File: config.mk
export PLATFORM = sky130hd
export DESIGN_NAME = fwd_unit
export DESIGN_NICKNAME = d
export VERILOG_FILES = /design/src/rtl/fwd_pkg.sv /design/src/rtl/fwd_match.sv /design/src/rtl/fwd_wb_value.sv /design/src/rtl/fwd_operand_mux.sv /design/src/rtl/fwd_unit.sv
export SDC_FILE = /design/constraint.sdc
export NUM_CORES = 1
export LEC_CHECK = 0
export ABC_AREA = 1
export CAP_MARGIN = 20
export CORE_MARGIN = 8
export CORE_UTILIZATION = 35
export DETAILED_ROUTE_END_ITERATION = 16
export GPL_ROUTABILITY_DRIVEN = 1
export GPL_TIMING_DRIVEN = 0
export PLACE_DENSITY = 0.91
export SYNTH_ARGS = -nofsm -noshare
export SYNTH_HDL_FRONTEND = slang
export SYNTH_HIERARCHICAL = 1
export SYNTH_SLANG_ARGS = --single-unit
export TNS_END_PERCENT = 1
File: constraint.sdc
create_clock -name vclk -period 4.5
set_clock_uncertainty 0.15 [all_clocks]
set_input_delay 0.45 -clock vclk [all_inputs]
set_output_delay 0.45 -clock vclk [all_outputs]
set_load 0.01 [all_outputs]
File: src/rtl/fwd_pkg.sv
package fwd_pkg;

    // Operand source selection codes; value 3 is never generated.
    typedef enum logic [1:0] {
        FWD_REGFILE = 2'd0,
        FWD_WB      = 2'd1,
        FWD_EXMEM   = 2'd2
    } fwd_sel_e;

    localparam int unsigned FWD_OPERANDS = 2;

endpackage

File: src/rtl/fwd_match.sv
module fwd_match
    import fwd_pkg::*;
#(
    parameter int unsigned REG_W = 5
) (
    input  logic [REG_W-1:0] src,
    input  logic             exm_wen,
    input  logic [REG_W-1:0] exm_rd,
    input  logic             mwb_wen,
    input  logic [REG_W-1:0] mwb_rd,
    output fwd_sel_e         sel
);

    logic exm_hit;
    logic mwb_hit;

    // A stage qualifies only if it writes, targets this source, and is not r0.
    always_comb begin
        exm_hit = exm_wen && (exm_rd == src) && (exm_rd != '0);
        mwb_hit = mwb_wen && (mwb_rd == src) && (mwb_rd != '0);
    end

    // Younger stage (memory) has priority over the writeback stage.
    always_comb begin
        unique case ({exm_hit, mwb_hit})
            2'b10, 2'b11: sel = FWD_EXMEM;
            2'b01:        sel = FWD_WB;
            default:      sel = FWD_REGFILE;
        endcase
    end

endmodule

File: src/rtl/fwd_wb_value.sv
module fwd_wb_value #(
    parameter int unsigned DATA_W = 32
) (
    input  logic              mem2reg,
    input  logic [DATA_W-1:0] alu_val,
    input  logic [DATA_W-1:0] load_val,
    output logic [DATA_W-1:0] wb_val
);

    always_comb begin
        wb_val = mem2reg ? load_val : alu_val;
    end

endmodule

File: src/rtl/fwd_operand_mux.sv
module fwd_operand_mux #(
    parameter int unsigned DATA_W = 32
) (
    input  logic [1:0]        sel,
    input  logic [DATA_W-1:0] rf_val,
    input  logic [DATA_W-1:0] wb_val,
    input  logic [DATA_W-1:0] exm_val,
    output logic [DATA_W-1:0] opnd
);

    // Code 3 falls to the register-file value.
    always_comb begin
        unique case (sel)
            2'd2:    opnd = exm_val;
            2'd1:    opnd = wb_val;
            default: opnd = rf_val;
        endcase
    end

endmodule

File: src/rtl/fwd_unit.sv
module fwd_unit
    import fwd_pkg::*;
#(
    parameter int unsigned REG_W  = 5,
    parameter int unsigned DATA_W = 32
) (
    input  logic [REG_W-1:0]  ex_rs,
    input  logic [REG_W-1:0]  ex_rt,
    input  logic [DATA_W-1:0] rf_a,
    input  logic [DATA_W-1:0] rf_b,
    input  logic              exm_wen,
    input  logic [REG_W-1:0]  exm_rd,
    input  logic [DATA_W-1:0] exm_alu,
    input  logic              mwb_wen,
    input  logic [REG_W-1:0]  mwb_rd,
    input  logic [DATA_W-1:0] mwb_alu,
    input  logic [DATA_W-1:0] mwb_load,
    input  logic              mwb_mem2reg,
    output logic [1:0]        sel_a,
    output logic [1:0]        sel_b,
    output logic [DATA_W-1:0] opnd_a,
    output logic [DATA_W-1:0] opnd_b
);

    localparam int unsigned NOP = FWD_OPERANDS;

    logic [REG_W-1:0]  src_v [NOP];
    logic [DATA_W-1:0] rf_v  [NOP];
    logic [1:0]        sel_v [NOP];
    logic [DATA_W-1:0] opn_v [NOP];
    logic [DATA_W-1:0] wb_val;

    always_comb begin
        src_v[0] = ex_rs;
        src_v[1] = ex_rt;
        rf_v[0]  = rf_a;
        rf_v[1]  = rf_b;
    end

    fwd_wb_value #(.DATA_W(DATA_W)) u_wb (
        .mem2reg  (mwb_mem2reg),
        .alu_val  (mwb_alu),
        .load_val (mwb_load),
        .wb_val   (wb_val)
    );

    for (genvar g = 0; g < NOP; g++) begin : g_opnd
        fwd_sel_e sel_e;

        fwd_match #(.REG_W(REG_W)) u_match (
            .src     (src_v[g]),
            .exm_wen (exm_wen),
            .exm_rd  (exm_rd),
            .mwb_wen (mwb_wen),
            .mwb_rd  (mwb_rd),
            .sel     (sel_e)
        );

        always_comb sel_v[g] = sel_e;

        fwd_operand_mux #(.DATA_W(DATA_W)) u_mux (
            .sel     (sel_v[g]),
            .rf_val  (rf_v[g]),
            .wb_val  (wb_val),
            .exm_val (exm_alu),
            .opnd    (opn_v[g])
        );
    end

    always_comb begin
        sel_a  = sel_v[0];
        sel_b  = sel_v[1];
        opnd_a = opn_v[0];
        opnd_b = opn_v[1];
    end

endmodule

; Yosys cells after proc, flatten, opt, wreduce, memory -nomap -nowiden
; Index checks and enable logic that the tools add are counted.
[totals]
inputBits = 183
regBits = 0
[op_classes]
reduce_logical = 12
muxes = 5
eq_ne = 14
[ops]
columns = operator, count
row1 = $pmux W32 S2, 2
row2 = $mux W32, 1
row3 = $eq A5 B5 Y1, 4
row4 = $eq A2 B2 Y1 const B, 6
row5 = $reduce_bool A5 Y1, 2
row6 = $eq A2 B1 Y1 const B, 4
row7 = $logic_and A1 B1 Y1, 8
row8 = $pmux W2 S2, 2
row9 = $reduce_or A2 Y1, 2

; Depth between registers and ports, before layout
; Gate-level depths: netlist of the first run.
[depth]
ltp_word = 8
depth_mapped = 14
depth_no_buf = 13

; Hierarchy
; The synthesis of the first run kept the hierarchy.
[modules_own_cells]
columns = mod, n_inst, area_each_um2, cells_each
row1 = fwd_operand_mux, 2, 878.3, 210
row2 = fwd_wb_value, 1, 491.7, 104
row3 = fwd_match, 2, 226.5, 58

; Least setup slack after synthesis of the first run
; OpenSTA, ideal clock, no wires.
[synth_path]
path_kind = input-to-output
start = in ex_rs[2]
end = out opnd_a[0]
path_stages = 14
path_slack_ns = 1.964
arrival_time_ns = 1.936
path_cell_list = nor2_1 -> nand2_1 -> nand2_1 -> nand2_1 -> nand2_1 -> nor2_2 -> nor2_1 -> inv_1 -> ha_1 -> buf_2 -> inv_2 -> buf_6 -> nand2_1 -> nand2_1
[synth_via]
elab_chain_cells = 8
[synth_rtl]
columns = element, line
row1 = start: declaration, fwd_unit.sv:7  ; input logic [REG_W-1:0] ex_rs,
row2 = $eq A5 B5 Y1 (on tied branches), "fwd_match.sv:20, fwd_match.sv:19"
row3 = $logic_and A1 B1 Y1 (on tied branches) (2 in a row), "fwd_match.sv:20, fwd_match.sv:19"
row4 = $eq A2 B2 Y1, fwd_match.sv:25  ; unique case ({exm_hit, mwb_hit})
row5 = $reduce_or A2 Y1, fwd_match.sv:25
row6 = $pmux W2 S2 (*), fwd_match.sv:25
row7 = net sel_a[1], fwd_unit.sv:19  ; output logic [1:0] sel_a,
row8 = $eq A2 B1 Y1 or $eq A2 B2 Y1 (tied branches), fwd_operand_mux.sv:13  ; unique case (sel)
row9 = $pmux W32 S2 (*), fwd_operand_mux.sv:13
row10 = end: declaration, fwd_unit.sv:21  ; output logic [DATA_W-1:0] opnd_a,
; Mark *: on every way through the listed nets, which the timed path passes. The rest lies on a longest branch.

; Worst setup path in the final report of the first run
[layout_path]
start = in mwb_rd[1]
end = out opnd_b[11]
[layout_via]
elab_chain_cells = 8
[layout_rtl]
columns = element, line
row1 = start: declaration, fwd_unit.sv:15  ; input logic [REG_W-1:0] mwb_rd,
row2 = $eq A5 B5 Y1, fwd_match.sv:20  ; mwb_hit = mwb_wen && (mwb_rd == src) && (mwb_rd != '0);
row3 = $logic_and A1 B1 Y1, fwd_match.sv:20
row4 = $logic_and A1 B1 Y1 (*), fwd_match.sv:20
row5 = $eq A2 B2 Y1, fwd_match.sv:25
row6 = $reduce_or A2 Y1, fwd_match.sv:25
row7 = $pmux W2 S2 (*), fwd_match.sv:25
row8 = $eq A2 B1 Y1 or $eq A2 B2 Y1 (tied branches), fwd_operand_mux.sv:13
row9 = $pmux W32 S2 (*), fwd_operand_mux.sv:13
row10 = end: declaration, fwd_unit.sv:22  ; output logic [DATA_W-1:0] opnd_b
; Every way passes the cells marked *; elsewhere a longest branch is shown, timed or not.

==> metrics.md, run 1 <==
| Metric | Value |
|---|---|
| Status | `finished clean` |
| Nets | `1079` |
| Initial Utilization | `0.355` |
| Vias in the first global route | `4796` |
| DRT iter0 DRCs | `143` |
| PD cells | `85.0 nW/um^2` |
| Post-Synthesis Cells | `640` |
| Syn Nets | `827` |
| Aggregate negative setup slack | `0 ns` |
| DIE AREA | `10800 um^2` |
| Most common cell type on the critical path | `nand2_1` |
| Distinct cells, synth | `15` |
| Slew Viols, Final | `0` |
| Routed wire length | `14200 um` |
| Antenna viol nets, final | `0` |
| Yosys warns | `6` |
| Register Area | `0 um^2` |
| WS Path Type | `in -> out` |
| Critical path capture point type | `primary output` |
| Setup WS post-layout | `0.755 ns` |
| Required @ worst endpoint | `3.90 ns` |
| DR DRC count | `0` |
| Row count | `32` |
| Post-Place Cells | `992` |
| Max incr delay on CP | `0.58 ns` |
| Setup WS pre-CTS | `0.745 ns` |
| Data arrival, critical path | `3.15 ns` |
| Part of the Yosys area used for sequential elements | `0` |
| Horiz. Die Dim | `104 um` |
| Worst min-delay path class | `in -> out` |
| Tmin final | `3.75 ns` |
| N_diodes | `0` |
| Vias/cell | `4.69` |
| Largest delay share family, worst path | `buffers and inverters` |
| Peak VDD IR | `0.0455 mV` |
| GRT Total Usage | `0.247` |
| Worst Path Buf+Inv | `6` |
| Core ar. | `7610 um^2` |
| Layout cell share with drive strength beyond 1 | `0.0562` |
| Critical Path, Cell by Cell | `clkdlybuf4s50_1, inv_1, nand2_1, nand2_1, nor2_1, nand4_1, nor2_1, inv_1, ha_1, buf_2, buf_2, nand2_1, nand2_1, clkdlybuf4s50_1` |
| IO Count | `251` |
| Unrepaired setup endpoints after global routing | `false` |
| Setup violators final | `0` |
| Area Growth Syn to Fin | `97.4%` |
| Die H | `104 um` |
| Synth Cell Area | `2700 um^2` |
| DRT Pass-1 Iters | `4` |
| Max-slew headroom | `0.801` |
| Post_cts resized | `0` |
| Worst slew pin tran | `0.298 ns` |
| Mean Syn Cell Area | `4.22 um^2` |
| Final period util | `0.832` |
| Final Wtd Congestion | `0.891` |
| Type of origin of the critical path | `primary input` |
| CP Max Fanout | `10` |
| Leakage | `2.90 nW` |
| Routed len/inst | `14.3 um` |
| Port bufs | `250` |
| Finished Layout Cells | `992` |
| Initial antenna violation count | `0` |
| Hpwl dp | `11900 um` |
| Vias | `4648` |
| Largest net degree at the start of global routing | `11` |
| Max stage delay cell, worst path | `clkdlybuf4s50_1` |
| Clkbuf count | `0` |
| First-pass GRT wire length | `22700 um` |
| Postcts setup bufs | `0` |
| Hold buffer count at CTS | `0` |
| Worst hold slack | `1.68 ns` |
| Seq_cells | `0` |
| Post-Route Utilization | `0.701` |
| Hold Vio Cnt, Final | `0` |
| GRT overflow | `0` |
| Fmax | `267 MHz` |
| Total of max-cap violations | `0` |
[tightest hold or removal path, delay by kind of cell]
family	cells	cell delay (ns)
buf+inv	2	0.59
simple gates	6	0.34
[cells in the final DEF (no fill, tap or decap), drive strengths merged]
cell | Yosys | final
nand2 | 540 | 540
clkdlybuf4s50 | 0 | 250
inv | 37 | 37
buf | 30 | 30
nor2 | 18 | 18
o21ai | 6 | 6
ha | 4 | 4
clkbuf | 3 | 3
nand4 | 2 | 2
[worst paths after layout]
kind | from | slack (ns) | to | cells after the start
min | mwb_mem2reg | 1.68 | opnd_a[30] | 8
max | mwb_rd[1] | 0.75 | opnd_b[11] | 14
[per-layer routing]
layer | routed length, um | vias to the layer above | GRT usage
met4 | 469 | 0 | 0.0900
met2 | 7060 | 237 | 0.456
met5 | 0 | - | 0
li1 | - | 2369 | -
met1 | 5310 | 2006 | 0.260
met3 | 1320 | 36 | 0.0694
[logic make-up after synthesis]
kind of cell,count (synthesis),synth area share
and+or+nand+nor,560,0.791
buffers and inverters,70,0.179
AOI/OAI and AO/OA,6,0.0111
adders and majority gates,4,0.0185
[power breakdown]
group	internal [W]	total, W	leakage (nW)	switching, W
Sequential	0	0	0	0
Combinational	0.000271	0.000453	2.90	0.000182
Clock	0	0	0	0
[metrics by stage]
stage               instance area, um^2  total power [W]
global route                       5330         0.000493
floorplan                          2700         0.000165
detailed placement                 5330         0.000452
global placement                   5330         0.000444
CTS                                5330         0.000455
finish                             5330         0.000453
[cell usage after synthesis, drive strengths merged]
library cell | count | share of area
buf | 30 | 0.11
ha | 4 | 0.019
nor2 | 18 | 0.027
clkbuf | 3 | 0.015
nand4 | 2 | 0.0046
nand2 | 540 | 0.76
inv | 37 | 0.054
o21ai | 6 | 0.011
[final cells by class]
class | instances | area, um^2
fillers | 672 | 2280
inverters | 37 | 146
repair buffers | 250 | 2500
plain buffers | 33 | 338
multi-input cells | 570 | 2220
well taps | 102 | 128
No activity file was read; power rests on OpenSTA's default activity.
==> run 2: changes to the inputs <==
--- a/config.mk
+++ b/config.mk
@@ -8,11 +8,11 @@
 export ABC_AREA = 1
 export CAP_MARGIN = 20
 export CORE_MARGIN = 8
-export CORE_UTILIZATION = 35
+export CORE_UTILIZATION = 29
 export DETAILED_ROUTE_END_ITERATION = 16
 export GPL_ROUTABILITY_DRIVEN = 1
 export GPL_TIMING_DRIVEN = 0
-export PLACE_DENSITY = 0.91
+export PLACE_DENSITY = 0.8
 export SYNTH_ARGS = -nofsm -noshare
 export SYNTH_HDL_FRONTEND = slang
 export SYNTH_HIERARCHICAL = 1
==> constraint.sdc (replaced) <==
create_clock -name vclk -period 3.1
set_clock_uncertainty 0.15 [all_clocks]
set_input_delay 0.31 -clock vclk [all_inputs]
set_output_delay 0.31 -clock vclk [all_outputs]
set_load 0.01 [all_outputs]
==> metrics.md, run 2 (same netlist as run 1, synthesis figures left out) <==
| Metric | Value |
|---|---|
| Switching Fraction | `0.426 (was 0.402)` |
| PD cells | `116 nW/um^2 (was 85.0 nW/um^2)` |
| Type of origin of the critical path | `primary input (unchanged)` |
| Hold path depth | `8 (unchanged)` |
| Routed len/inst | `13.9 um (was 14.3 um)` |
| DRT iter0 DRCs | `186 (was 143)` |
| Tmin final | `3.25 ns` |
| Clock network fraction of design power | `0 (about the same)` |
| DIE AREA | `12700 um^2 (was 10800 um^2)` |
| Vias | `4452 (was 4648)` |
| Fmax | `308 MHz` |
| Die H | `113 um (was 104 um)` |
| Sequential share of power | `0 (about the same)` |
| Peak VDD IR | `0.0627 mV (was 0.0455 mV)` |
| Status | `finished, violations left (was finished clean)` |
| Hold buffer count at CTS | `0 (unchanged)` |
| WS Path Type | `in -> out (unchanged)` |
| Post-Place Cells | `1001 (was 992)` |
| Initial antenna violation count | `0 (unchanged)` |
| Net switching power | `0.000262 W (was 0.000182 W)` |
| Unrepaired setup endpoints after global routing | `true (was false)` |
| Core ar. | `9150 um^2 (was 7610 um^2)` |
| Row count | `35 (was 32)` |
| Comb pwr share | `1.000 (about the same)` |
| Worst hold slack | `1.06 ns (was 1.68 ns)` |
| Finished Layout Cells | `1003 (was 992)` |
| Clkbuf count | `0 (unchanged)` |
| Hpwl dp | `11800 um (was 11900 um)` |
| Largest net degree at the start of global routing | `11 (unchanged)` |
| Setup violators final | `3 (was 0)` |
| Seq_cells | `0 (unchanged)` |
| DR DRC count | `0 (unchanged)` |
| IO Count | `251 (unchanged)` |
| Routed wire length | `14000 um (was 14200 um)` |
| Final period util | `1.05` |
| Layout cell share with drive strength beyond 1 | `0.0908 (was 0.0562)` |
| Register Area | `0 um^2 (unchanged)` |
| Critical path capture point type | `primary output (unchanged)` |
| Vias/cell | `4.44 (was 4.69)` |
| Worst min-delay path class | `in -> out (unchanged)` |
| DRT Pass-1 Iters | `6 (was 4)` |
| Hold Vio Cnt, Final | `0 (unchanged)` |
| Port bufs | `250 (unchanged)` |
| Total of max-cap violations | `0 (unchanged)` |
| GRT Total Usage | `0.209 (was 0.247)` |
| Max-slew headroom | `0.797 (was 0.801)` |
| Horiz. Die Dim | `113 um (was 104 um)` |
| Vias in the first global route | `4340 (was 4796)` |
| N_diodes | `0 (unchanged)` |
| Pwr Total | `0.000615 W (was 0.000453 W)` |
| Nets | `1081 (was 1079)` |
| Commonest non-fill, non-tap cell in the layout | `nand2_1 (unchanged)` |
| GRT overflow | `0 (unchanged)` |
| Setup WS post-layout | `-0.150 ns (was 0.755 ns)` |
| Slew Viols, Final | `0 (unchanged)` |
| Required @ worst endpoint | `2.64 ns (was 3.90 ns)` |
| CP Max Fanout | `10 (unchanged)` |
| Area Growth Syn to Fin | `95.6% (was 97.4%)` |
| Initial Utilization | `0.295 (was 0.355)` |
| Data arrival, critical path | `2.79 ns (was 3.15 ns)` |
| Most frequent cells in the layout | `530 x nand2_1, 181 x clkdlybuf4s50_1, 32 x inv_1 (was 530 x nand2_1, 250 x clkdlybuf4s50_1, 32 x inv_1)` |
| First-pass GRT wire length | `22000 um (was 22700 um)` |
| Leakage | `3.05 nW (was 2.90 nW)` |
| Worst slew pin tran | `0.305 ns (was 0.298 ns)` |
| Internal power | `0.000353 W (was 0.000271 W)` |
| Antenna viol nets, final | `0 (unchanged)` |
| Final Wtd Congestion | `0.864 (was 0.891)` |
| Failing checks | `negative setup slack` |
-- run 2: final timing paths --
path / startpoint / to / slack, ns
max: ex_rs[2] / opnd_a[13] / -0.15
min: mwb_mem2reg / opnd_b[30] / 1.06
-- run 2: repair_timing --
action,in CTS,in global routing
gates cloned,0,0
gates resized for setup,77,75
endpoints found under the setup margin,64,62
buffers inserted,1,1
pin swaps,3,4
-- run 2: through the flow --
step,setup TNS (ns),util,setup slack (ns),instance area [um^2]
floorplan,0,-,0.844,2700
global placement,-18.44,0.584,-0.354,5340
detailed placement,-19.24,0.584,-0.356,5340
CTS,-1.00,0.582,-0.199,5320
global route,-1.35,0.577,-0.271,5280
finish,-0.395,0.577,-0.150,5280
-- run 2: power by group through the flow --
stage          Clock, W  Combinational (W)  Sequential, W
2_1_floorplan         0           0.000239              0
3_3_place_gp          0           0.000652              0
3_5_place_dp          0           0.000656              0
4_1_cts               0           0.000623              0
5_1_grt               0           0.000676              0
6_report              0           0.000615              0
-- run 2: routing by layer --
layer | GRT usage | vias to the layer above | wire (um)
met1 | 0.236 | 1879 | 5480
li1 | - | 2381 | -
met2 | 0.388 | 182 | 6970
met3 | 0.0649 | 10 | 1390
met4 | 0.0171 | 0 | 116
met5 | 0 | - | 0
-- run 2: final cells by class --
cell class                      count  area (um^2)
Multi-Input combinational cell    570         2240
Inverter                           37          151
Tap cell                          111          139
Timing Repair Buffer              252         2380
Buffer                             33          365
Fill cell                        1002         3870
-- run 2: worst max-delay path, stage by stage --
cell,delay [ns]
clkdlybuf4s50_1,0.50
inv_1,0.07
o21ai_0,0.15
inv_1,0.05
nand2_1,0.10
nor2_4,0.06
nor2_2,0.13
inv_1,0.06
ha_2,0.30
buf_4,0.16
buf_4,0.20
nand2_1,0.07
nand2_1,0.06
clkdlybuf4s50_1,0.54
==> run 3: changes to the inputs <==
==> constraint.sdc (replaced) <==
create_clock -name vclk -period 2.7
set_clock_uncertainty 0.15 [all_clocks]
set_input_delay 0.27 -clock vclk [all_inputs]
set_output_delay 0.27 -clock vclk [all_outputs]
set_load 0.01 [all_outputs]
==> metrics.md, run 3 (same netlist as run 1, synthesis figures left out) <==
| Metric | Value |
|---|---|
| Most common cell type on the critical path | `nand2_1` |
| Hold buffer count at CTS | `0 (unchanged)` |
| Min-Delay Startpoint | `rf_b[1] (was mwb_mem2reg)` |
| Routed wl met2 | `7040 um (was 6970 um)` |
| Register Area | `0 um^2 (unchanged)` |
| Routed len/inst | `14.1 um (was 13.9 um)` |
| Initial Utilization | `0.295 (unchanged)` |
| Layout cell share with drive strength beyond 1 | `0.120 (was 0.0908)` |
| Max-slew headroom | `0.803 (was 0.797)` |
| Data arrival, critical path | `2.14 ns (was 2.79 ns)` |
| WS Path Type | `in -> out (unchanged)` |
| Max incr delay on CP | `0.27 ns (was 0.54 ns)` |
| Top sig layer | `met4 (unchanged)` |
| Worst Hold Endpoint | `opnd_b[1] (was opnd_b[30])` |
| IO Count | `251 (unchanged)` |
| Worst slew pin tran | `0.295 ns (was 0.305 ns)` |
| WL met1 | `5620 um (was 5480 um)` |
| Final Wtd Congestion | `0.864 (unchanged)` |
| Row count | `35 (unchanged)` |
| Leakage | `3.05 nW (about the same)` |
| Hold Vio Cnt, Final | `0 (unchanged)` |
| Type of origin of the critical path | `primary input (unchanged)` |
| Critical Path, Cell by Cell | `dlygate4sd2_1, inv_1, nand2_1, nand2_1, nor2_1, nand2_2, nor2_4, nor2_4, inv_1, ha_2, buf_8, clkinv_8, buf_8, nand2_1, nand2_1, clkdlybuf4s15_1 (was clkdlybuf4s50_1, inv_1, o21ai_0, inv_1, nand2_1, nor2_4, nor2_2, inv_1, ha_2, buf_4, buf_4, nand2_1, nand2_1, clkdlybuf4s50_1)` |
| Required @ worst endpoint | `2.28 ns (was 2.64 ns)` |
| Largest delay share family, worst path | `buffers and inverters (unchanged)` |
| Unrepaired setup endpoints after global routing | `false (was true)` |
| Initial antenna violation count | `0 (unchanged)` |
| Peak VDD IR | `0.0673 mV (was 0.0627 mV)` |
| Hold path depth | `4 (was 8)` |
| DRT iter0 DRCs | `197 (was 186)` |
| Status | `finished clean (was finished, violations left)` |
| PD cells | `134 nW/um^2 (was 116 nW/um^2)` |
| Vias | `4523 (was 4452)` |
| Clkbuf count | `0 (unchanged)` |
| Antenna viol nets, final | `0 (unchanged)` |
| Total of max-cap violations | `0 (unchanged)` |
| Slew Viols, Final | `0 (unchanged)` |
| Setup WS pre-CTS | `-0.676 ns (was -0.356 ns)` |
| Worst hold slack | `1.01 ns (was 1.06 ns)` |
| Largest net degree at the start of global routing | `11 (unchanged)` |
| Final period util | `0.949` |
| Routed wire length | `14100 um (was 14000 um)` |
| Most frequent cells in the layout | `526 x nand2_1, 164 x clkdlybuf4s50_1, 38 x clkdlybuf4s15_1 (was 530 x nand2_1, 181 x clkdlybuf4s50_1, 32 x inv_1)` |
| Setup violators final | `0 (was 3)` |
| N_diodes | `0 (unchanged)` |
| Seq_cells | `0 (unchanged)` |
| GRT Total Usage | `0.212 (was 0.209)` |
| Vias in the first global route | `4378 (was 4340)` |
| Finished Layout Cells | `1005 (was 1003)` |
| Post-Place Cells | `1001 (unchanged)` |
| First-pass GRT wire length | `22300 um (was 22000 um)` |
| Worst Path Buf+Inv | `7 (unchanged)` |
| Setup WS post-layout | `0.137 ns (was -0.150 ns)` |
| Horiz. Die Dim | `113 um (unchanged)` |
| Routed met3 length | `1390 um (about the same)` |
| DIE AREA | `12700 um^2 (unchanged)` |
| Die H | `113 um (unchanged)` |
| Tmin final | `2.56 ns` |
| Core ar. | `9150 um^2 (unchanged)` |
| Max stage delay cell, worst path | `ha_2 (was clkdlybuf4s50_1)` |
| Nets | `1083 (was 1081)` |
| Critical path capture point type | `primary output (unchanged)` |
| Port bufs | `250 (unchanged)` |
| Hpwl dp | `11800 um (unchanged)` |
| Area Growth Syn to Fin | `103% (was 95.6%)` |
| Pwr Total | `0.000735 W (was 0.000615 W)` |
| Fmax | `390 MHz` |
| DR DRC count | `0 (unchanged)` |
| DRT Pass-1 Iters | `5 (was 6)` |
| Vias/cell | `4.50 (was 4.44)` |
| Commonest non-fill, non-tap cell in the layout | `nand2_1 (unchanged)` |
| Worst min-delay path class | `in -> out (unchanged)` |
| CP Max Fanout | `10 (unchanged)` |
| GRT overflow | `0 (unchanged)` |
==> run 3: cell count changes in the layout (fill, tap and decap cells not counted), moves of 10 or more <==
cell             change
clkdlybuf4s15_1     +24
buf_2               +10
clkdlybuf4s15_2     +13
dlygate4sd2_1       -11
clkdlybuf4s50_1     -17
clkbuf_2            -13
==> run 3: area by class of cell <==
| class | instances | area, um^2 |
|---|---|---|
| plain buffers | 32 | 403 |
| fillers | 978 | 3670 |
| inverters | 37 | 171 |
| repair buffers | 255 | 2490 |
| multi-input cells | 570 | 2280 |
| well taps | 111 | 139 |
==> run 3: repair_timing <==
action	in CTS	in global routing
pin swaps	13	16
endpoints found under the setup margin	64	64
resized for setup	222	40
gates cloned	2	0
setup buffers	2	1
==> run 3: power breakdown <==
part	total, W	switching (W)	internal [W]
registers	0	0	0
clock network	0	0	0
logic	0.000735	0.000309	0.000426
total	0.000735	0.000309	0.000426
==> run 3: per-layer routing <==
layer  vias to the layer above  global-route usage
met5                         -                   0
met4                         0              0.0144
met3                         8              0.0628
met2                       186               0.396
met1                      1940               0.240
li1                       2389                   -
==> run 3: through the flow <==
step	util	setup TNS, ns	instance area (um^2)
2_1_floorplan	-	0	2700
6_report	0.599	0	5480
4_1_cts	0.599	-0.0374	5480
3_3_place_gp	0.584	-38.92	5340
5_1_grt	0.599	0	5480
3_5_place_dp	0.584	-39.72	5340
==> run 3: worst max-delay path by stage <==
stage          cells after the start  startpoint  slack (ns)    endpoint
3_3_place_gp                      16   exm_rd[1]       -0.67   opnd_b[8]
6_report                          16   exm_rd[3]        0.14   opnd_a[9]
3_5_place_dp                      16   exm_rd[1]       -0.68   opnd_b[7]
4_1_cts                           14     exm_wen       -0.03  opnd_b[25]
5_1_grt                           14    ex_rt[1]       0.002   opnd_b[7]
2_1_floorplan                     14    ex_rs[2]        0.52   opnd_a[0]
